<file path="config.mk">
export PLATFORM = sky130hd
export DESIGN_NAME = panel_insn_encoder
export DESIGN_NICKNAME = d
export VERILOG_FILES = /design/src/rtl/panel_insn_encoder.sv
export SDC_FILE = /design/constraint.sdc
export NUM_CORES = 1
export LEC_CHECK = 0
export BUFFER_PORTS_ARGS = -buffer_cell sky130_fd_sc_hd__buf_2
export CAP_MARGIN = 40
export CORE_MARGIN = 2
export CORE_UTILIZATION = 45
export CTS_CLUSTER_SIZE = 8
export DETAILED_ROUTE_END_ITERATION = 8
export HOLD_SLACK_MARGIN = 0.06
export PLACE_DENSITY = 0.75
export SLEW_MARGIN = 10
export SYNTH_ARGS = -nofsm -noshare
export SYNTH_HDL_FRONTEND = slang
export SYNTH_SLANG_ARGS = --single-unit
</file>
<file path="constraint.sdc">
create_clock -name clk -period 1.5 [get_ports clk]
set_input_delay 0.075 -clock clk [delete_from_list [all_inputs] [get_ports clk]]
set_output_delay 0.075 -clock clk [all_outputs]
set_load 0.005 [all_outputs]
</file>
<file path="src/rtl/panel_insn_encoder.sv">
module panel_insn_encoder (
  input  logic        clk,
  input  logic        rst_n,
  input  logic [9:0]  ctl_btn,
  input  logic [9:0]  alu_btn,
  input  logic [2:0]  fmt_btn,
  input  logic [7:0]  dst_btn,
  input  logic [7:0]  src_btn,
  input  logic [3:0]  imm_hi,
  input  logic [3:0]  imm_lo,
  input  logic [3:0]  cond_in,
  input  logic        ext_flag,
  input  logic        wide_io,
  output logic [15:0] insn,
  output logic        imm_hi_en,
  output logic        imm_lo_en,
  output logic        src_en,
  output logic        cond_en
);
  localparam int K_SH = 0, K_SA = 1, K_RO = 2, K_RC = 3, K_LDL = 4, K_LDH = 5;
  localparam int K_IN = 6, K_OUT = 7, K_INV = 8, K_ESC = 9;
  localparam int A_OR = 1, A_XOR = 2, A_ANDN = 3, A_CMPU = 4, A_CMPS = 5;
  localparam int A_SUB = 6, A_ADD = 7, A_SET = 8, A_CALL = 9;
  localparam int F_I4 = 0, F_I8 = 1, F_REG = 2;

  function automatic logic [2:0] enc8(input logic [7:0] oh);
    enc8 = '0;
    for (int i = 0; i < 8; i++)
      if (oh[i]) enc8 |= 3'(i);
  endfunction

  logic [9:0] ctl_q, alu_q;
  logic [2:0] fmt_q;
  logic [7:0] dst_q, src_q;

  always_ff @(posedge clk or negedge rst_n)
    if (!rst_n) begin
      ctl_q <= '0;
      alu_q <= '0;
      fmt_q <= 3'b001;
      dst_q <= 8'b1;
      src_q <= 8'b1;
    end else begin
      if (|ctl_btn) ctl_q <= ctl_btn & (~ctl_btn + 10'd1);
      if (|alu_btn) alu_q <= alu_btn & (~alu_btn + 10'd1);
      if (|fmt_btn) fmt_q <= fmt_btn & (~fmt_btn + 3'd1);
      if (|dst_btn) dst_q <= dst_btn & (~dst_btn + 8'd1);
      if (|src_btn) src_q <= src_btn & (~src_btn + 8'd1);
    end

  wire esc  = ctl_q[K_ESC];
  wire io   = ctl_q[K_IN] | ctl_q[K_OUT];
  wire i8   = esc & fmt_q[F_I8];
  wire i4   = fmt_q[F_I4] | (fmt_q[F_I8] & ~esc);
  wire regm = fmt_q[F_REG];

  wire [3:0] top_alu = {
    alu_q[A_SET] | alu_q[A_CALL],
    alu_q[A_CMPU] | alu_q[A_CMPS] | alu_q[A_SUB] | alu_q[A_ADD],
    alu_q[A_XOR] | alu_q[A_ANDN] | alu_q[A_SUB] | alu_q[A_ADD],
    alu_q[A_OR] | alu_q[A_ANDN] | alu_q[A_CMPS] | alu_q[A_ADD] | alu_q[A_CALL]};

  wire [3:0] top_ctl = {
    1'b1,
    ctl_q[K_LDL] | ctl_q[K_LDH] | io | ctl_q[K_INV],
    ctl_q[K_SH] | ctl_q[K_SA] | ctl_q[K_RO] | ctl_q[K_RC] | ctl_q[K_OUT] | ctl_q[K_INV],
    ctl_q[K_RO] | ctl_q[K_RC] | ctl_q[K_IN] | ctl_q[K_INV]};

  wire b11  = i8 | ctl_q[K_SA] | ctl_q[K_RC] | ctl_q[K_LDH] | (wide_io & io);
  wire hi_n = io | i8;
  wire lo_n = hi_n | i4;
  wire sr_n = regm & ~io & ~ctl_q[K_INV];
  wire cd_n = regm & ~lo_n;

  wire [3:0] nib_hi = ({4{hi_n}} & imm_hi) | ({4{sr_n}} & {ext_flag, enc8(src_q)});
  wire [3:0] nib_lo = ({4{lo_n}} & imm_lo) | ({4{cd_n}} & cond_in);

  always_ff @(posedge clk or negedge rst_n)
    if (!rst_n) begin
      insn      <= '0;
      imm_hi_en <= 1'b0;
      imm_lo_en <= 1'b0;
      src_en    <= 1'b0;
      cond_en   <= 1'b0;
    end else begin
      insn      <= {esc ? top_alu : top_ctl, b11, enc8(dst_q), nib_hi, nib_lo};
      imm_hi_en <= hi_n;
      imm_lo_en <= lo_n;
      src_en    <= sr_n;
      cond_en   <= cd_n;
    end
endmodule


</file>
# Word-level counts from Yosys, hierarchy flattened
# Cells that the tools add are included.
[totals]
ff_bits = 59
latch_bits = 0
ramBits = 0
mem_bits_ro = 0
input_bits = 55
word_cells = 91
memories = 0
[op_classes]
add_sub_neg = 5
n_mul = 0
div_mod_pow = 0
magnitude_cmp = 0
n_eq_ne = 0
n_shift = 0
n_mux = 15
bitwise = 56
reduce_logical = 5
[ops]
columns = ["operator", "count"]
rows = [
  ["$or 1x1->1", 30],
  ["$mux 3", 8],
  ["$add 10x1->10 const B", 2],
  ["$and 10x10->10", 2],
  ["$not 10->10", 2],
  ["$reduce_or 10->1", 2],
  ["$add 8x1->8 const B", 2],
  ["$and 4x4->4", 4],
  ["$and 8x8->8", 2],
  ["$not 8->8", 2],
  ["$reduce_or 8->1", 2],
  ["$mux 2", 4],
  ["$or 4x4->4", 2],
  ["$and 1x1->1", 6],
  ["$mux 4", 1],
  ["$not 1->1", 4],
  ["$add 3x1->3 const B", 1],
  ["$and 3x3->3", 1],
  ["$not 3->3", 1],
  ["$reduce_or 3->1", 1],
  ["$mux 1", 2],
]

# Logic depth before layout (Yosys ltp)
# Gate-level depths: netlist of the first run.
[depth]
depth_word = 9
mapped_depth = 4
mapped_depth_nobuf = 4

# Worst setup path after synthesis of the first run
# No wires, ideal clock.
[synth_timing]
path_type = "flip-flop to flip-flop"
start = "register ctl_q[7]"
end = "register insn[0]"
t_arrival_ns = 1.281
t_required_ns = 1.382
path_slack_ns = 0.101
path_stages_with_launch = 5
synth_period_minus_slack_ns = 1.399
cell_sequence = "dfrtp_1 > nor4_1 > inv_1 > nand2_1 > nand2_1"
[synth_between]
elab_chain_cells = 7
[synth_lines]
columns = ["element", "line", "text"]
rows = [
  ["from (decl)", "32", "logic [9:0] ctl_q, alu_q;"],
  ["from (signal assigned)", "44", "if (|ctl_btn) ctl_q <= ctl_btn & (~ctl_btn + 10'd1);"],
  ["$or 1x1->1 *", "52", "wire io = ctl_q[K_IN] | ctl_q[K_OUT];"],
  ["$or 1x1->1 *", "70", "wire hi_n = io | i8;"],
  ["$or 1x1->1 *", "71", "wire lo_n = hi_n | i4;"],
  ["via lo_n", "71", ""],
  ["$not 1->1", "73", "wire cd_n = regm & ~lo_n;"],
  ["$and 1x1->1", "73", ""],
  ["$and 4x4->4", "76", "wire [3:0] nib_lo = ({4{lo_n}} & imm_lo) | ({4{cd_n}} & cond_in);"],
  ["$or 4x4->4 *", "76", ""],
  ["via nib_lo[0]", "76", ""],
  ["to (signal assigned)", "86", "insn <= {esc ? top_alu : top_ctl, b11, enc8(dst_q), nib_hi, nib_lo};"],
  ["to (decl)", "14", "output logic [15:0] insn,"],
]
# The timed path passes the listed nets; every way through them passes the cells marked *.
# A chain may end at the register's enable or synchronous reset.

# Worst setup path in the final report of the first run
[layout_timing]
start = "input port ctl_btn[2]"
end = "register ctl_q[1]"
[layout_between]
elab_chain_cells = 1
[layout_lines]
columns = ["element", "line", "text"]
rows = [
  ["from (decl)", "4", "input logic [9:0] ctl_btn,"],
  ["$reduce_or 10->1", "44", ""],
]
# Every way passes these cells.

==> summary.md, run 1 <==
| Metric | Value |
|---|---|
| IO buf count | `74` |
| Slew Viols, Final | `0` |
| HP Class | `input pin to flip-flop` |
| Top Metal Used | `met4` |
| CORE AREA | `around 4800 um^2` |
| Pin count of the biggest net entering global routing | `23` |
| Mapped cell area | `2230 um^2` |
| Leading area contributor after synthesis | `dfrtp_1` |
| Htree depth | `2` |
| Main combinational cell family by area after synthesis | `simple AND/OR/NAND/NOR gates` |
| Vias in the first global route | `2057` |
| Post-DRT Antenna Nets | `0` |
| Post-synthesis xor/xnor area fraction | `0%` |
| First-pass GRT wire length | `around 8700 um` |
| Most area-consuming cells after synthesis | `dfrtp_1 (62%), nor2_1 (4.2%), nor4_1 (3.6%)` |
| First-pass DRT Iterations | `4` |
| Clk buf depth | `2` |
| Vias per inst | `5.07` |
| Prevailing post-synth register cell | `dfrtp_1` |
| Die width | `74.4 um` |
| Tot Pwr | `2.71 mW` |
| Leakage | `1.67 nW` |
| Status | `finished, final reports clean` |
| Post-synthesis cell count | `205` |
| Post-synth EDFFs | `0` |
| Top-area cell type share of the netlist area | `roughly 62%` |
| Syn. warnings | `0` |
| Max VDD drop | `0.426 mV` |
| Starting density of the core | `46.9%` |
| Simple-Gate Fraction of Synth Area | `between 20% and 30%` |
| WL met1 | `2280 um` |
| Final hold violation count | `0` |
| Slew Limit Headroom | `65.1%` |
| Worst EP arrival | `1.67 ns` |
| NumNets Final | `395` |
| Die ar. | `5530 um^2` |
| Mux contribution to synthesized area | `0%` |
| Area share of fa/ha/maj cells after synthesis | `0%` |
| Initial antenna violation count | `0` |
| Die Ht | `74.4 um` |
| Clock Skews | `0.00598 ns` |
| CP endpoint kind | `flip-flop` |
| Setup_tns | `0 ns` |
| Number of library cell types mapped by synthesis | `30` |
| Setup crit start kind | `input pin` |
| CTS tree | `built` |
| Design Area, Final | `between 3000 and 4000 um^2` |
| Avg WL per Cell | `~13 um` |
| Slew at the pin closest to its max-slew limit | `0.524 ns` |
| Clk sinks | `56` |
| Crit share post-route | `95.3%` |
| Most frequent cell after synthesis | `dfrtp_1` |
| Fin crit period | `about 1.4 ns` |
| RSZ-0062 raised after global routing | `no` |
| N_diodes | `0` |
| CTS clk-pin slew, worst paths | `0.09 ns` |
| Power density over the cells | `820 nW/um^2` |
| Compound-Gate Fraction of Synth Area | `12.1%` |
| GRT Util Overall | `roughly 21%` |
| Gpl congestion | `between 0.7 and 0.8` |
| Drt initial violations | `79` |
| Share of cells above drive strength 1 | `a little over a quarter` |
| Root buffer cell | `clkbuf_8` |
| Setup-failing EPs final | `0` |
| DP HPWL | `3570 um` |
| Layout area overhead | `48.3%` |
| DP Area | `approximately 2700 um^2` |
| Fin util | `69.5%` |
| Synth Register Bits | `56` |
| Sequential share of the synthesized area | `62.9%` |
| Total routed wirelength | `5360 um` |
| CP Max Fanout | `5` |
| Syn Nets | `260` |
| Met3 WL | `206 um` |
| Io pins | `75` |
| # rows | `25` |
| Crit path kind | `input pin to flip-flop` |
| Critical Path RT | `1.74 ns` |
| Share of flip-flops with an asynchronous set or reset | `100%` |
| Max-cap violations | `0` |
| Fmax | `700 MHz` |
| Worst-Skew Late Latency | `0.30 ns` |
| Avg Cell Area, Syn | `10.9 um^2` |
| CTS buffer count | `5` |
| Post-synth top cells | `dfrtp_1 (55), nor2_1 (25), nand2_1 (16), inv_1 (15), nor3_1 (14)` |
| GR Overflow Total | `0` |
| Routed wl met2 | `about 2800 um` |
| Routed via count | `between 2000 and 2500` |
| Final hold slack | `0.0697 ns` |
| Drc violations | `0` |
==> power by group <==
group / leakage, nW / switching [mW] / internal, mW
Clock: 0.0410 / 0.434 / 0.318
Sequential: 0.742 / 0.0232 / 1.56
Combinational: 0.887 / 0.167 / 0.210
==> stage by stage <==
| stage | worst slack [ns] | cells |
|---|---|---|
| after floorplan | 0.101 | 205 |
| after global placement | 0.0246 | 352 |
| after detailed placement | -0.0195 | 352 |
| after CTS | 0.0658 | 407 |
| after global routing | 0.0183 | 407 |
| final | 0.0705 | 407 |
==> per-layer routing <==
layer / GRT usage [%] / vias up
li1: - / 1019
met1: 24.4 / 974
met2: 37.4 / 63
met3: 3.12 / 8
met4: 8.13 / 0
met5: 0 / -
==> layout by cell type (no fill, tap or decap), types with 2 or more instances in the layout <==
cell            n
a31oi_1         5
nor4_1         13
or4_4           2
nand2_1        16
inv_1          15
o21ai_0         2
nor2_1         25
o22ai_1         2
a2bb2o_1        2
dfrtp_1        55
or4_1           7
nor4b_2         2
a22o_1          7
nand3b_1        2
o2bb2ai_1       3
or3_1           4
a21oi_1        12
buf_4           6
nand2b_1        2
nand3_1         5
dlygate4sd3_1  48
clkbuf_8        5
buf_2          74
nor3_1         14
==> logic make-up (layout without fill, tap and decap cells) <==
group	after synthesis	count (layout)
AND/OR/NAND/NOR	94	94
flip-flops	56	56
AO/OA/AOI/OAI	39	39
buffers and inverters	16	151
==> cell type report <==
cell class | instances | area, um^2
multi-input combinational | 133 | 769
clock buffer | 6 | 72.6
sequential | 56 | 1400
tap | 67 | 83.8
fill | 381 | 1450
inverter | 15 | 56.3
timing repair buffer | 129 | 916
clock inverter | 1 | 5.00
==> worst max-delay path, stage by stage <==
cell and delay [ns]:
buf_2 0.11, or4_4 0.56, nand2b_1 0.21, o22ai_1 0.15, dlygate4sd3_1 0.57
==> path summary, 6_finish.rpt <==
| kind | start | endpoint | slack [ns] | cells past startpoint |
|---|---|---|---|---|
| max | ctl_btn[2] | ctl_q[1] | 0.07 | 5 |
| min | alu_btn[8] | alu_q[9] | 0.07 | 3 |
| max reg2reg | ctl_q[8] | insn[13] | 0.15 | 3 |
| min reg2reg | alu_q[8] | insn[15] | 0.48 | 2 |
| max in group asynchronous | rst_n | cond_en | 0.71 | 3 |
| min in group asynchronous | rst_n | alu_q[1] | 0.27 | 2 |
==> registers in the layout, indices dropped and copies added, names as in the netlist <==
signal / count
dst_q: 7
imm_hi_en: 1
alu_q: 9
fmt_q: 3
src_en: 1
cond_en: 1
ctl_q: 10
imm_lo_en: 1
src_q: 7
insn: 16
==> timing repair <==
item,in CTS,in global routing
setup buffers,0,0
setup endpoints to repair,0,1
hold buffers,48,0
gates resized for setup,0,1
hold endpoints to repair,60,0
No activity file was read; power rests on OpenSTA's default activity.
==> run 2, diff against run 1 <==
- BUFFER_PORTS_ARGS: -buffer_cell sky130_fd_sc_hd__buf_2 -> -buffer_cell sky130_fd_sc_hd__buf_4
==> run 2 against run 1 <==
  * Utilization is 4.0 points higher
  * Via count grew 0.68%
  * Register-to-register slack about the same
  * Non-clock buffer count stayed put
  * Die area unchanged
  * Flip-flop and latch count did not move
  * Sequential power about the same
  * Power rose by 4.4%
  * Clock skew down 0.00084 ns
  * Critical path depth is the same
  * Clock power is 8.8% higher
  * Largest power group unchanged
  * Highest routed layer unchanged
==> summary.md, run 2 (same netlist as run 1, synthesis figures left out) <==
| Metric | Value |
|---|---|
| Status | `finished, final reports clean` |
| WHS Path Cells | `3 (unchanged)` |
| Setup-failing EPs final | `0 (unchanged)` |
| Fillcell total | `373 (-2.1%)` |
| CORE AREA | `4750 um^2 (unchanged)` |
| Placed cells | `350 (-0.57%)` |
| CTS tree | `built` |
| Vias per inst | `5.09 (+0.43%)` |
| Routed via count | `2078 (+0.68%)` |
| Clk buf depth | `2 (unchanged)` |
| Share of cells above drive strength 1 | `26.7% (-0.67 points)` |
| Max reg flops | `16 (unchanged)` |
| Dpl ws | `-0.0311 ns (-0.0117 ns)` |
| Tot Pwr | `2.83 mW (+4.4%)` |
| Setup ws final | `0.0596 ns (-0.0108 ns)` |
| Clock Skews | `0.00514 ns (-0.000841 ns)` |
| Die Ht | `74.4 um (unchanged)` |
| Total routed wirelength | `5520 um (+3.0%)` |
| Largest Register | `insn` |
| Post-route insts no fill | `408 (+0.25%)` |
| Worst EP arrival | `1.68 ns (about the same)` |
| Leakage | `1.72 nW (+3.2%)` |
| Vias in the first global route | `2013 (-2.1%)` |
| Post-DRT Antenna Nets | `0 (unchanged)` |
| Die ar. | `5530 um^2 (unchanged)` |
| Setup_tns | `0 ns (unchanged)` |
| HP Class | `input pin to flip-flop` |
| Slew Limit Headroom | `53.7% (-11 points)` |
| Critical Path RT | `1.74 ns (about the same)` |
| First-pass DRT Iterations | `4 (unchanged)` |
| N_diodes | `0 (unchanged)` |
| Drt initial violations | `85 (+7.6%)` |
| Clk sinks | `56 (unchanged)` |
| RSZ-0062 raised after global routing | `no` |
| Power density over the cells | `810 nW/um^2 (-1.3%)` |
| CTS clk-pin slew, worst paths | `0.09 ns (about the same)` |
| Reg2Reg Depth | `3 (unchanged)` |
| Slew Viols, Final | `0 (unchanged)` |
| Max-cap violations | `0 (unchanged)` |
| First-pass GRT wire length | `8980 um (+2.8%)` |
| Commonest non-fill, non-tap cell in the layout | `buf_4` |
| Io pins | `75 (unchanged)` |
| Gpl congestion | `0.739 (-5.0%)` |
| Critical R2R Capture | `insn[13]` |
| Fin crit period | `1.44 ns (+0.0108 ns)` |
| Die width | `74.4 um (unchanged)` |
| Layout area overhead | `56.8%` |
| NumNets Final | `395 (unchanged)` |
| Crit path kind | `input pin to flip-flop` |
| Worst Hold End | `dst_q[6]` |
| GRT Util Overall | `21.1% (+0.47 points)` |
| Worst-Skew Late Latency | `0.30 ns (about the same)` |
| Final hold violation count | `0 (unchanged)` |
| Fin util | `73.5% (+4.0 points)` |
| Commonest cells after routing, fill and taps aside | `buf_4 (79), dfrtp_1 (55), dlygate4sd3_1 (50), nor2_1 (25), nand2_1 (16)` |
| Drc violations | `0 (unchanged)` |
| Slew at the pin closest to its max-slew limit | `0.695 ns (+0.172 ns)` |
| Setup Fix Bufs, Post-CTS | `0 (unchanged)` |
| Initial antenna violation count | `0 (unchanged)` |
| Reg-to-reg slack, setup | `0.16 ns (about the same)` |
| Reg-to-Reg Start | `ctl_q[9]` |
| Design Area, Final | `3500 um^2 (+5.8%)` |
| Setup crit start kind | `input pin` |
| CP endpoint kind | `flip-flop` |
| Avg WL per Cell | `13.5 um (+2.8%)` |
| IO buf count | `74 (unchanged)` |
| Max VDD drop | `0.465 mV (+9.3%)` |
| # rows | `25 (unchanged)` |
| Starting density of the core | `46.9% (unchanged)` |
| Root buffer cell | `clkbuf_8` |
| Htree depth | `2 (unchanged)` |
| Crit share post-route | `96.0% (+0.72 points)` |
| DP HPWL | `3560 um (about the same)` |
| Final hold slack | `0.0666 ns (-0.00318 ns)` |
| GR Overflow Total | `0 (unchanged)` |
| Pin count of the biggest net entering global routing | `57 (+150%)` |
| CP Max Fanout | `5 (unchanged)` |
| Fmax | `694 MHz (-0.75%)` |
| Hold path start | `dst_btn[5]` |
| Regs by FF count | `insn (16), ctl_q (10), alu_q (9)` |
| CTS buffer count | `5 (unchanged)` |
| DP Area | `2900 um^2 (+5.7%)` |
-- run 2: cell count changes in the layout (fill, tap and decap cells not counted), sizes merged --
cell,before,now
buf,81,79
clkbuf,6,8
clkinv,1,0
dlygate4sd3,48,50
-- run 2: report_power, final --
part	total, mW	internal [mW]	switching [mW]
sequential	1.58	1.56	0.0247
clock	0.819	0.378	0.441
combinational	0.428	0.258	0.169
total	2.83	2.19	0.635
-- run 2: metal layers --
metal,track usage [%],part of all wire (%),vias up
met5,0,0,-
met2,36.5,51,54
li1,-,-,1015
met1,27.5,45,1007
met4,4.76,0.62,0
met3,4.20,3.3,2
-- run 2: how the worst max path moves through the flow --
stage,from,end,cells past startpoint
global route,ctl_btn[2],ctl_q[1],5
CTS,ctl_btn[2],ctl_q[1],5
floorplan,ctl_q[7],insn[0],4
global placement,alu_btn[2],alu_q[9],4
finish,ctl_btn[2],ctl_q[1],5
detailed placement,alu_btn[2],alu_q[8],4
-- run 2: timing repair --
action                     CTS  global route
hold endpoints to repair    98             0
setup endpoints to repair    0             1
hold buffers                50             0
gates resized for setup      0             1
-- run 2: worst max-delay path: stages --
cell and delay (ns):
buf_4 0.11, or4_4 0.56, nand2b_1 0.21, o22ai_1 0.15, dlygate4sd3_1 0.58
-- run 2: final cells by class --
| cell class | instances | area, um^2 | area share (%) |
|---|---|---|---|
| clock buffer | 8 | 90.1 | 2.58 |
| multi-input combinational | 133 | 769 | 22.0 |
| timing repair buffer | 129 | 1090 | 31.3 |
| sequential | 56 | 1400 | 40.1 |
| tap | 67 | 83.8 | 2.40 |
| inverter | 15 | 56.3 | 1.61 |
==> run 3, diff against run 2 <==
- RECOVER_POWER: not set -> 25
==> run 3 against run 2 <==
  * Combinational power fell by 3%
  * Non-clock buffer count is the same
  * Critical path depth stayed put
  * Clock power barely moved
  * Hold slack improved by 0.0024 ns
  * Routed wire length decreased by 0.16%
  * Flip-flop and latch count is the same
  * First-iteration DRC count grew 15%
  * Count of clock-buffer cells in the layout did not move
  * Global-route usage stayed put
  * Via count down 0.48%
  * Register-to-register slack is essentially flat
  * Critical path type unchanged
  * Largest cell class unchanged
  * Largest power group unchanged
==> summary.md, run 3 (same netlist as run 1, synthesis figures left out) <==
| Metric | Value |
|---|---|
| Share of cells above drive strength 1 | `24.3% (-2.3 points)` |
| Drt initial violations | `98 (+15%)` |
| Hold path start | `dst_btn[5]` |
| Int Power | `2.18 mW (-0.47%)` |
| Pin count of the biggest net entering global routing | `57 (unchanged)` |
| WHS Path Cells | `3 (unchanged)` |
| Routed via count | `2068 (-0.48%)` |
| N_diodes | `0 (unchanged)` |
| Io pins | `75 (unchanged)` |
| Die ar. | `5530 um^2 (unchanged)` |
| Avg WL per Cell | `13.5 um (-0.16%)` |
| First-pass DRT Iterations | `4 (unchanged)` |
| First-pass GRT wire length | `8980 um (unchanged)` |
| Fin crit period | `1.44 ns (+0.00372 ns)` |
| Reg-to-Reg Start | `ctl_q[9]` |
| CP endpoint kind | `flip-flop` |
| NumNets Final | `395 (unchanged)` |
| Die Ht | `74.4 um (unchanged)` |
| Clock Power Share | `29.1% (+0.2 points)` |
| Max VDD drop | `0.461 mV (-0.98%)` |
| Reg-to-reg slack, setup | `0.16 ns (about the same)` |
| GR Overflow Total | `0 (unchanged)` |
| Gpl congestion | `0.739 (unchanged)` |
| Max-cap violations | `0 (unchanged)` |
| Regs by FF count | `insn (16), ctl_q (10), alu_q (9)` |
| Max reg flops | `16 (unchanged)` |
| Combinational share of power | `14.8% (-0.3 points)` |
| Starting density of the core | `46.9% (unchanged)` |
| CTS buffer count | `5 (unchanged)` |
| Sw frac | `22.5% (+0.071 points)` |
| Status | `finished, final reports clean` |
| Reg2Reg Depth | `3 (unchanged)` |
| Fillcell total | `385 (+3.2%)` |
| Multi-input logic area | `769 um^2 (unchanged)` |
| DP HPWL | `3560 um (unchanged)` |
| Final hold violation count | `0 (unchanged)` |
| Clk buf depth | `2 (unchanged)` |
| Commonest cells after routing, fill and taps aside | `dfrtp_1 (55), buf_4 (54), dlygate4sd3_1 (50), nor2_1 (25), clkbuf_4 (17)` |
| Worst Hold End | `dst_q[6]` |
| Htree depth | `2 (unchanged)` |
| Critical R2R Capture | `insn[13]` |
| Setup crit start kind | `input pin` |
| Placed cells | `350 (unchanged)` |
| CTS tree | `built` |
| Critical Path RT | `1.74 ns (about the same)` |
| Total routed wirelength | `5510 um (-0.16%)` |
| Slew at the pin closest to its max-slew limit | `0.749 ns (+0.0544 ns)` |
| Slew Viols, Final | `0 (unchanged)` |
| Crit share post-route | `96.3% (+0.25 points)` |
| GRT Util Overall | `21.1% (unchanged)` |
| Vias in the first global route | `2013 (unchanged)` |
| Area occupied by registers | `1400 um^2 (unchanged)` |
| Slew Limit Headroom | `50.0% (-3.6 points)` |
| Setup-failing EPs final | `0 (unchanged)` |
| Fmax | `692 MHz (-0.26%)` |
| Die width | `74.4 um (unchanged)` |
| Post-DRT Antenna Nets | `0 (unchanged)` |
| Post-route insts no fill | `408 (unchanged)` |
| # rows | `25 (unchanged)` |
| Power density over the cells | `813 nW/um^2 (+0.49%)` |
| HP Class | `input pin to flip-flop` |
| RSZ-0062 raised after global routing | `no` |
| Root buffer cell | `clkbuf_8` |
| Leakage | `1.69 nW (-2.1%)` |
| Clk sinks | `56 (unchanged)` |
| Worst EP arrival | `1.68 ns (about the same)` |
| Drc violations | `0 (unchanged)` |
| Share of power burned in registers | `56.1% (+0.2 points)` |
| Initial antenna violation count | `0 (unchanged)` |
| CORE AREA | `4750 um^2 (unchanged)` |
| IO buf count | `74 (unchanged)` |
| Clock Skews | `0.00495 ns (-0.000183 ns)` |
| Crit path kind | `input pin to flip-flop` |
| CTS clk-pin slew, worst paths | `0.09 ns (about the same)` |
| Vias per inst | `5.07 (-0.48%)` |
| Commonest non-fill, non-tap cell in the layout | `dfrtp_1` |
| Psw | `0.635 mW (about the same)` |
| CP Max Fanout | `5 (unchanged)` |
| Largest Register | `insn` |
| Worst-Skew Late Latency | `0.30 ns (about the same)` |
| Layout area overhead | `55.4%` |
| Setup_tns | `0 ns (unchanged)` |
[run 3: changes by cell type in the layout (fill, tap and decap cells not counted)]
cell	change
buf_4	-25
clkbuf_1	+8
clkbuf_4	+17
[run 3: layout make-up]
class	count	share of cell area, %
sequential	56	40.5
timing repair buffer	129	30.7
multi-input combinational	133	22.2
clock buffer	8	2.60
tap	67	2.42
inverter	15	1.62
[run 3: worst max path at each step]
stage / start / slack (ns) / endpoint
after global routing: ctl_btn[2] / 0.02 / ctl_q[1]
after CTS: ctl_btn[2] / 0.06 / ctl_q[1]
after floorplan: ctl_q[7] / 0.10 / insn[0]
after global placement: alu_btn[2] / 0.01 / alu_q[9]
final: ctl_btn[2] / 0.06 / ctl_q[1]
after detailed placement: alu_btn[2] / -0.03 / alu_q[8]
[run 3: timing repair]
item                                    CTS  global route
buffers inserted                          0             0
hold buffers                             50             0
gates resized for setup                   0             1
endpoints found under the hold margin    98             0
endpoints found under the setup margin    0             1
[run 3: critical path, stage by stage]
cell and delay, ns:
clkbuf_4 0.12, or4_4 0.56, nand2b_1 0.21, o22ai_1 0.15, dlygate4sd3_1 0.58
[run 3: routing by layer]
layer	vias up	global-route usage, %	wire length (um)
li1	1017	-	-
met2	51	36.5	2810
met1	998	27.5	2490
met5	-	0	0
met4	0	4.76	34
met3	2	4.20	178
[run 3: through the flow]
step	worst slack, ns	cell area (um^2)	util (%)	hold WS (ns)	power [mW]
global route	0.0245	3470	72.9	0.0646	2.95
CTS	0.0561	3490	73.4	0.0629	2.84
floorplan	0.101	2230	-	-0.221	1.70
global placement	0.0144	2900	61.0	0.158	1.93
detailed placement	-0.0311	2900	61.0	0.161	1.94
finish	0.0559	3470	72.9	0.0689	2.82
[run 3: power by group through the flow]
stage | Sequential, mW | Combinational, mW | Clock, mW
finish | 1.58 | 0.417 | 0.820
global route | 1.59 | 0.461 | 0.898
CTS | 1.58 | 0.423 | 0.835
detailed placement | 1.61 | 0.325 | 0
global placement | 1.61 | 0.319 | 0
floorplan | 1.61 | 0.0910 | 0
